### config.mk
export PLATFORM = sky130hd
export DESIGN_NAME = uart_regblk
export DESIGN_NICKNAME = d
export VERILOG_FILES = /design/src/rtl/uart_regblk_pkg.sv /design/src/rtl/uart_baud_gen.sv /design/src/rtl/uart_tx_shift.sv /design/src/rtl/uart_regblk.sv
export SDC_FILE = /design/constraint.sdc
export NUM_CORES = 1
export LEC_CHECK = 0
export ABC_CLOCK_PERIOD_IN_PS = 2700
export CORE_MARGIN = 2
export CORE_UTILIZATION = 55
export DETAILED_ROUTE_END_ITERATION = 7
export GPL_ROUTABILITY_DRIVEN = 0
export PLACE_DENSITY = 0.9
export SYNTH_ARGS = -nofsm -noshare
export SYNTH_HDL_FRONTEND = slang
export SYNTH_HIERARCHICAL = 1
export SYNTH_SLANG_ARGS = --single-unit
### constraint.sdc
create_clock -name clk -period 2.7 [get_ports clk]
set_input_delay 0.405 -clock clk [delete_from_list [all_inputs] [get_ports clk]]
set_output_delay 0.405 -clock clk [all_outputs]
set_load 0.01 [all_outputs]
### src/rtl/uart_regblk_pkg.sv
// Shared definitions for the serial register block: register indices,
// status bit positions and frame constants.
package uart_regblk_pkg;
    localparam int BYTE_W        = 8;
    localparam int DIV_W         = 2 * BYTE_W;
    localparam int TICKS_PER_BIT = 4;
    localparam int FRAME_BITS    = BYTE_W + 2;

    typedef enum logic [2:0] {
        IDX_ID0   = 3'd0,
        IDX_ID1   = 3'd1,
        IDX_ID2   = 3'd2,
        IDX_ID3   = 3'd3,
        IDX_DATA  = 3'd4,
        IDX_STAT  = 3'd5,
        IDX_DIVLO = 3'd6,
        IDX_DIVHI = 3'd7
    } reg_idx_e;

    localparam int ST_FERR    = 0;
    localparam int ST_OVF     = 1;
    localparam int ST_RXIE    = 2;
    localparam int ST_RXFULL  = 3;
    localparam int ST_RXONE   = 4;
    localparam int ST_RXEMPTY = 5;
    localparam int ST_TXIE    = 6;
    localparam int ST_TXEMPTY = 7;
endpackage

### src/rtl/uart_baud_gen.sv
// Baud tick generator. While enabled it emits one tick every DIV+1 cycles;
// while disabled the count is held at zero so that the first tick comes
// exactly DIV+1 cycles after enable rises. Assumes div is stable during use.
module uart_baud_gen #(
    parameter int DIV_W = 16
) (
    input  logic             clk,
    input  logic             rst_n,
    input  logic             en,
    input  logic [DIV_W-1:0] div,
    output logic             tick
);
    logic [DIV_W-1:0] cnt;

    assign tick = en && (cnt == div);

    // Count cycles within one tick period, restarting at each tick.
    always_ff @(posedge clk) begin
        if (!rst_n || !en) begin
            cnt <= '0;
        end else if (cnt == div) begin
            cnt <= '0;
        end else begin
            cnt <= cnt + 1'b1;
        end
    end
endmodule

### src/rtl/uart_tx_shift.sv
// 8N1 serializer. Accepts a byte on load when idle, then shifts out the
// start bit, the data LSB first and the stop bit, each lasting TICKS ticks.
// Assumes load is only raised when busy is low.
module uart_tx_shift #(
    parameter int DATA_W = 8,
    parameter int TICKS  = 4
) (
    input  logic              clk,
    input  logic              rst_n,
    input  logic              tick,
    input  logic              load,
    input  logic [DATA_W-1:0] ldata,
    output logic              busy,
    output logic              line
);
    localparam int FRAME_W = DATA_W + 2;
    localparam int BCNT_W  = $clog2(FRAME_W);
    localparam int SUB_W   = (TICKS > 1) ? $clog2(TICKS) : 1;
    localparam logic [BCNT_W-1:0] LAST_BIT = BCNT_W'(FRAME_W - 1);
    localparam logic [SUB_W-1:0]  LAST_SUB = SUB_W'(TICKS - 1);

    logic [FRAME_W-1:0] shreg;
    logic [BCNT_W-1:0]  bitcnt;
    logic [SUB_W-1:0]   sub;

    assign line = busy ? shreg[0] : 1'b1;

    // Load a frame, count ticks within a bit and advance at bit boundaries.
    always_ff @(posedge clk) begin
        if (!rst_n) begin
            busy   <= 1'b0;
            shreg  <= '1;
            bitcnt <= '0;
            sub    <= '0;
        end else if (load && !busy) begin
            busy   <= 1'b1;
            shreg  <= {1'b1, ldata, 1'b0};
            bitcnt <= '0;
            sub    <= '0;
        end else if (busy && tick) begin
            if (sub == LAST_SUB) begin
                sub   <= '0;
                shreg <= {1'b1, shreg[FRAME_W-1:1]};
                if (bitcnt == LAST_BIT) begin
                    busy <= 1'b0;
                end else begin
                    bitcnt <= bitcnt + 1'b1;
                end
            end else begin
                sub <= sub + 1'b1;
            end
        end
    end
endmodule

### src/rtl/uart_regblk.sv
// Register block of the serial port. Decodes eight byte registers, one per
// word, drives a one-character transmit holding stage into the serializer,
// reads and pops the external receive FIFO, keeps sticky error flags and
// merges receive and transmit interrupt causes onto one line.
// Assumes the FIFO presents its head entry on rxf_data (show-ahead).
module uart_regblk
    import uart_regblk_pkg::*;
#(
    parameter int          ADDR_W  = 5,
    parameter logic [31:0] ID_WORD = 32'h5A31_C0DE
) (
    input  logic              clk,
    input  logic              rst_n,
    input  logic              bus_sel,
    input  logic              bus_wr,
    input  logic [ADDR_W-1:0] bus_addr,
    input  logic [BYTE_W-1:0] bus_wdata,
    output logic [BYTE_W-1:0] bus_rdata,
    input  logic [BYTE_W-1:0] rxf_data,
    input  logic              rxf_empty,
    input  logic              rxf_full,
    input  logic              rxf_one_free,
    output logic              rxf_pop,
    input  logic              rx_frame_err,
    input  logic              rx_overflow,
    output logic              tx_line,
    output logic              irq
);
    logic              hit;
    reg_idx_e          idx;
    logic              wr_acc, rd_acc;
    logic              hold_full, hold_load, ser_load, ser_busy, bit_tick;
    logic [BYTE_W-1:0] hold_data;
    logic              rx_ie, tx_ie, ferr, ovf;
    logic [DIV_W-1:0]  div_q;
    logic              stat_wr;
    logic [BYTE_W-1:0] status;

    assign hit       = (bus_addr[1:0] == 2'b00) && ((bus_addr >> 5) == '0);
    assign idx       = reg_idx_e'(bus_addr[4:2]);
    assign wr_acc    = bus_sel && bus_wr && hit;
    assign rd_acc    = bus_sel && !bus_wr && hit;
    assign stat_wr   = wr_acc && (idx == IDX_STAT);
    assign hold_load = wr_acc && (idx == IDX_DATA) && !hold_full;
    assign ser_load  = hold_full && !ser_busy;
    assign rxf_pop   = rd_acc && (idx == IDX_DATA) && !rxf_empty;

    // Single-character transmit holding stage.
    always_ff @(posedge clk) begin
        if (!rst_n) begin
            hold_full <= 1'b0;
            hold_data <= '0;
        end else if (hold_load) begin
            hold_full <= 1'b1;
            hold_data <= bus_wdata;
        end else if (ser_load) begin
            hold_full <= 1'b0;
        end
    end

    // Interrupt enables and sticky error flags (set wins over clear).
    always_ff @(posedge clk) begin
        if (!rst_n) begin
            rx_ie <= 1'b0;
            tx_ie <= 1'b0;
            ferr  <= 1'b0;
            ovf   <= 1'b0;
        end else begin
            if (stat_wr) begin
                rx_ie <= bus_wdata[ST_RXIE];
                tx_ie <= bus_wdata[ST_TXIE];
            end
            ferr <= rx_frame_err || (ferr && !(stat_wr && !bus_wdata[ST_FERR]));
            ovf  <= rx_overflow  || (ovf  && !(stat_wr && !bus_wdata[ST_OVF]));
        end
    end

    // Baud divisor bytes.
    always_ff @(posedge clk) begin
        if (!rst_n) begin
            div_q <= '0;
        end else if (wr_acc && idx == IDX_DIVLO) begin
            div_q[BYTE_W-1:0] <= bus_wdata;
        end else if (wr_acc && idx == IDX_DIVHI) begin
            div_q[DIV_W-1:BYTE_W] <= bus_wdata;
        end
    end

    // Assemble the status byte from flags, enables and FIFO levels.
    always_comb begin
        status             = '0;
        status[ST_FERR]    = ferr;
        status[ST_OVF]     = ovf;
        status[ST_RXIE]    = rx_ie;
        status[ST_RXFULL]  = rxf_full;
        status[ST_RXONE]   = rxf_one_free;
        status[ST_RXEMPTY] = rxf_empty;
        status[ST_TXIE]    = tx_ie;
        status[ST_TXEMPTY] = !hold_full;
    end

    // Read multiplexer.
    always_comb begin
        bus_rdata = '0;
        if (rd_acc) begin
            unique case (idx)
                IDX_ID0:   bus_rdata = ID_WORD[7:0];
                IDX_ID1:   bus_rdata = ID_WORD[15:8];
                IDX_ID2:   bus_rdata = ID_WORD[23:16];
                IDX_ID3:   bus_rdata = ID_WORD[31:24];
                IDX_DATA:  bus_rdata = rxf_data;
                IDX_STAT:  bus_rdata = status;
                IDX_DIVLO: bus_rdata = div_q[BYTE_W-1:0];
                IDX_DIVHI: bus_rdata = div_q[DIV_W-1:BYTE_W];
                default:   bus_rdata = '0;
            endcase
        end
    end

    assign irq = (rx_ie && (!rxf_empty || ferr || ovf)) || (tx_ie && !hold_full);

    uart_baud_gen #(.DIV_W(DIV_W)) u_baud (
        .clk  (clk),
        .rst_n(rst_n),
        .en   (ser_busy),
        .div  (div_q),
        .tick (bit_tick)
    );

    uart_tx_shift #(.DATA_W(BYTE_W), .TICKS(TICKS_PER_BIT)) u_shift (
        .clk  (clk),
        .rst_n(rst_n),
        .tick (bit_tick),
        .load (ser_load),
        .ldata(hold_data),
        .busy (ser_busy),
        .line (tx_line)
    );
endmodule

* Yosys cells after proc, flatten, opt, wreduce, memory -nomap -nowiden
Cells that the tools add are included.
** Cells by class
- $add $sub $neg :: 3
- Equality and inequality tests :: 10
- Muxes and demuxes :: 13
- Bitwise gates (word level) :: 3
- Reduce and logical (&&, ||, !) cells :: 48
** Operators by type and width (count)
- 8-bit one-hot mux with 8 select lines :: 1
- 9-bit 2-to-1 mux :: 3
- 1-bit logical AND :: 21
- 16-bit by 1-bit adder with 16-bit output (second input constant) :: 1
- 16-bit == test :: 1
- 3-bit == test (second input constant) :: 4
- 1-bit logical NOT :: 9
- 8-bit 2-to-1 mux :: 1
- 2-bit nonzero test :: 4
- 1-bit 2-to-1 mux :: 7
- 3-bit by 2-bit == test with 1-bit output (second input constant) :: 2
- 1-bit logical OR :: 6
- 3-bit AND reduction :: 2
- 4-bit by 1-bit adder with 4-bit output (second input constant) :: 1
- 4-bit == test (second input constant) :: 1
- 2-bit AND reduction :: 2
- 2-bit OR reduction :: 2
- 3-bit by 1-bit == test with 1-bit output (second input constant) :: 1
- 3-bit logical NOT :: 1
- 1-bit inverter :: 3
- 2-bit by 1-bit adder with 2-bit output (second input constant) :: 1
- 2-bit == test (second input constant) :: 1
- 2-bit logical NOT :: 1
- 2-bit 2-to-1 mux :: 1
** Word-level totals
- Register bits :: 61
- Bits of input ports :: 30
- Output and inout bits :: 11
- Word-level logic and storage cells :: 90

* Logic depth before layout (Yosys ltp)
- Depth in word-level cells :: 7
- Mapped depth :: 9
- Gate-level depth less buffers :: 7

* By module
Netlist, hierarchy kept.
** By module, submodules not included
- uart_regblk :: times used 1, cells each 185, area an instance 1413.9 um^2
- uart_baud_gen :: times used 1, cells each 99, area an instance 905.9 um^2
- uart_tx_shift :: times used 1, cells each 89, area an instance 726.9 um^2

* Least setup slack after synthesis
OpenSTA, ideal clock, no wires.
- Path kind :: register -> register
- Start :: reg u_baud.cnt[3]
- End :: reg u_shift.bitcnt[2]
- Arrival :: 2.128 ns
- Data required time :: 2.630 ns
- Setup slack :: 0.502 ns
- Cell stages (with the launch flop) :: 9
- Path buffers :: 1
- Cell sequence :: dfxtp_1 -> clkbuf_2 -> xnor2_1 -> nand4_1 -> nor4_4 -> and2_1 -> nand3_2 -> or4_1 -> a21oi_1
** On the way
- Word-level cells in the longest chain between the ends :: 4
** RTL lines
- start, declared :: line uart_baud_gen.sv:13 : logic [DIV_W-1:0] cnt;
- start signal, assigned :: line uart_baud_gen.sv:24 : cnt <= cnt + 1'b1;
- 16-bit == test :: line uart_baud_gen.sv:15 : assign tick = en && (cnt == div);
- 1-bit logical AND :: line uart_baud_gen.sv:15
- net bit_tick :: line uart_regblk.sv:32 : logic hold_full, hold_load, ser_load, ser_busy, bit_tick;
- 1-bit logical AND :: line uart_tx_shift.sv:40 : end else if (busy && tick) begin
- 3-bit AND reduction (no line)
- end signal, assigned :: line uart_tx_shift.sv:47 : bitcnt <= bitcnt + 1'b1;
- end, declared :: line uart_tx_shift.sv:23 : logic [BCNT_W-1:0] bitcnt;
The timed path passes the listed nets, and every way through them passes these cells.
A chain may end at the register's enable or synchronous reset.

* Worst setup path after layout
- Start :: in bus_wr
- End :: out rxf_pop
** On the way
- Word-level cells in the longest chain between the ends :: 5
** RTL lines
- start, declared :: line uart_regblk.sv:15 : input logic bus_wr,
- 1-bit logical NOT :: line uart_regblk.sv:42 : assign rd_acc = bus_sel && !bus_wr && hit;
- 1-bit logical AND (2 in series) :: line uart_regblk.sv:42
- 1-bit logical AND (2 in series) :: line uart_regblk.sv:46 : assign rxf_pop = rd_acc && (idx == IDX_DATA) && !rxf_empty;
- end, declared :: line uart_regblk.sv:23 : output logic rxf_pop,
Every way passes these cells.

==> results_dict.tcl <==
set metrics [dict create \
    status "finished clean" \
    worstPathMaxFanout 2 \
    reg2reg_to "u_shift/bitcnt[2]" \
    die_x_um 78.4 \
    period_needed_ps 2640 \
    vias 2788 \
    synthToLayoutAreaGrowth_pct 22.9 \
    final_nets 444 \
    grt_max_degree 29 \
    synth_most_common_cell "dfxtp_1" \
    diodes 0 \
    postCtsHoldBufs 0 \
    htree_levels 3 \
    critPathLaunchType "input port" \
    final_cells 486 \
    antenna_found_initial 0 \
    die_height_um 78.4 \
    cpMostUsedCell "clkdlybuf4s50_1" \
    cp_num_cells 4 \
    grt_pass1_vias 2552 \
    synth_top_area_share_pct 40.1 \
    clockBufferDepth 2 \
    synthCells 373 \
    drc 0 \
    vias_per_cell 5.74 \
    numPortBuffers 40 \
    slew_headroom_pct 59.0 \
    synth_area_leaders "dfxtp_1 (40%), xnor2_1 (7.8%), o21ai_0 (6.6%), nand3_1 (6.4%), nand2_1 (5.3%)" \
    synth_area_mm2 0.00305 \
    clock_sinks 61 \
    hpwlAfterDp_um 5250 \
    ys_ff_latch 61 \
    grt_usage_pct 24.5 \
    cap_violations 0 \
    drtIter0Drc 218 \
    grt_pass1_wl_um 11800 \
    syn-num-nets 407 \
    start_util_pct 56.0 \
    cpMaxStageDelayCell "clkdlybuf4s50_1" \
    first_pass_iters 4 \
    grt_setup_unrepaired "no" \
    cts_buffers 9 \
    r2r_cells 7 \
    dieArea_mm2 0.00615 \
    clkTransAtPathRegs_ps 60 \
    core-area_mm2 0.00544 \
    crit_end "rxf_pop" \
    ff2ff_setup_slack_ps 260 \
    worst_pin_slew_ps 613 \
    synth-edff-count 0 \
    cp_top_family "buffers and inverters" \
    wl_um 7210 \
    finalPower_mw 1.85 \
    critPathBufInv 2 \
    synthTopCellsByCount "dfxtp_1 (61), nand2_1 (43), o21ai_0 (40), nand3_1 (39), xnor2_1 (27)" \
    grt_overflow 0 \
    power.leakage_nw 1.35 \
    cts_tree "built" \
    hp-class "reg2reg" \
    root_buffer "clkbuf_8" \
    dp_cells 471 \
    ys_types 48 \
    clock_skew_ps 9.23 \
    report.final.slew_viol_count 0 \
    rows 27 \
    ys_async_sr_fraction_pct 0 \
    critPathKind "in2out" \
    drive_above_1_share_pct 8.94 \
    top_level_ports 41 \
    yosys_warnings 6 \
    timing.rr.start "u_baud/cnt[6]" \
    required_ps 2300 \
    synth_ff_type "dfxtp_1" \
    end_kind "output port" \
    finalCritPeriodShare_pct 97.7 \
    clk_latency_ps 330 \
    arrival_ps 2230 \
    setup_viol 0 \
    pwr_density_cell_mw_per_mm2 495 \
    startpoint "bus_wr" \
    synth_largest_area_cell "dfxtp_1" \
    antenna_left 0 \
    ys_seq_area_share_pct 40.1 \
    hold_viol 0 \
    crit_path_cell_trace "clkdlybuf4s50_1 > or4b_1 > nor4_1 > clkdlybuf4s50_1" \
    cpPeakStageDelay_ps 590 \
    wl_per_cell_um 14.8 \
    avgSynthCellArea_um2 8.17 \
    timing.fmax_mhz 379 \
    max-vdd-ir-drop_v 0.000265 \
]
## cell families (layout without fill, tap and decap cells)
| group | after synthesis | count (layout) | share of synthesized area, % |
|---|---|---|---|
| mux | 5 | 5 | 1.68 |
| xor+xnor | 29 | 29 | 8.34 |
| flops | 61 | 61 | 40.1 |
| simple gates | 166 | 166 | 29.7 |
| fa+ha+maj | 4 | 4 | 1.64 |
| compound gates | 76 | 76 | 14.0 |
| buf+inv | 32 | 73 | 4.52 |
## worst reg2reg max path: cells and delay by family (launching register included)
kind / cells / cell delay, ps
AOI/OAI and AO/OA: 1 / 150
xor gates and xnor gates: 1 / 170
DFF: 1 / 430
and+or+nand+nor: 5 / 1630
## layout make-up
type / count / area, µm²
Clock inverter: 4 / 47.5
Multi-Input combinational cell: 280 / 1690
Tap cell: 72 / 90.1
Inverter: 9 / 33.8
Sequential cell: 61 / 1220
Clock buffer: 11 / 151
Fill cell: 412 / 1700
Timing Repair Buffer: 49 / 512
## per-layer routing
metal | GRT usage [%] | vias to the layer above | wire length [µm]
li1 | - | 1393 | -
met1 | 31.3 | 1294 | 3270
met2 | 40.2 | 88 | 3430
met3 | 6.55 | 13 | 346
met4 | 8.07 | 0 | 161
met5 | 0 | - | 0
## power breakdown
group / switching (mW) / total, mW / internal (mW)
combinational: 0.0694 / 0.145 / 0.0757
sequential: 0.00381 / 0.908 / 0.904
clock: 0.334 / 0.802 / 0.468
total: 0.407 / 1.85 / 1.45
## layout by cell type, fill, tap and decap left out, drive strengths merged, types with 3 or more instances in the layout
cell type      synthesis  layout
a211oi                 4       4
nand3                 41      41
nor4                   5       5
a31oi                  8       8
nand4                  8       8
clkbuf                10      11
nor2b                  5       5
clkdlybuf4s50          0      36
xnor2                 27      27
nor3                  20      20
ha                     4       4
buf                   13       9
or3                    4       4
o21ai                 42      42
nor3b                  9       9
nand2                 43      43
dfxtp                 61      61
nor2                  17      17
mux2i                  4       4
dlymetal6s2s           0       3
inv                    9       9
nand2b                 4       4
a21oi                 15      15
## what timing repair did
item	4_1_cts	5_1_grt
setup buffers	0	0
endpoints found under the hold margin	0	0
endpoints found under the setup margin	1	3
resized for setup	1	3
## flip-flops by register name (all words and copies together), names as in the netlist
signal and count:
u_shift/shreg 9, ferr 1, ovf 1, u_baud/cnt 16, tx_ie 1, hold_full 1
u_shift/sub 2, div_q 16, u_shift/bitcnt 4, u_shift/busy 1, hold_data 8, rx_ie 1
## through the flow
| step | utilization (%) | hold slack [ps] | cell area [µm²] | worst slack (ps) | setup TNS (ps) |
|---|---|---|---|---|---|
| global route | 68.8 | 486 | 3740 | 3.42 | 0 |
| finish | 68.8 | 459 | 3740 | 62.8 | 0 |
| detailed placement | 65.1 | 455 | 3540 | -5.98 | -5.98 |
| global placement | 65.1 | 448 | 3540 | 37.7 | 0 |
| CTS | 68.7 | 464 | 3740 | 1.85 | 0 |
| floorplan | - | 438 | 3050 | 502 | 0 |
## worst min path at each step
stage | cells past startpoint | to | slack, ps | start
4_1_cts | 2 | u_shift/sub[1] | 460 | u_shift/sub[1]
3_5_place_dp | 2 | u_shift/sub[1] | 450 | u_shift/sub[1]
2_1_floorplan | 2 | tx_ie | 440 | tx_ie
5_1_grt | 2 | u_shift/sub[1] | 490 | u_shift/sub[1]
3_3_place_gp | 2 | tx_ie | 450 | tx_ie
6_report | 2 | u_shift/sub[1] | 460 | u_shift/sub[1]
No activity file was read; power rests on OpenSTA's default activity.
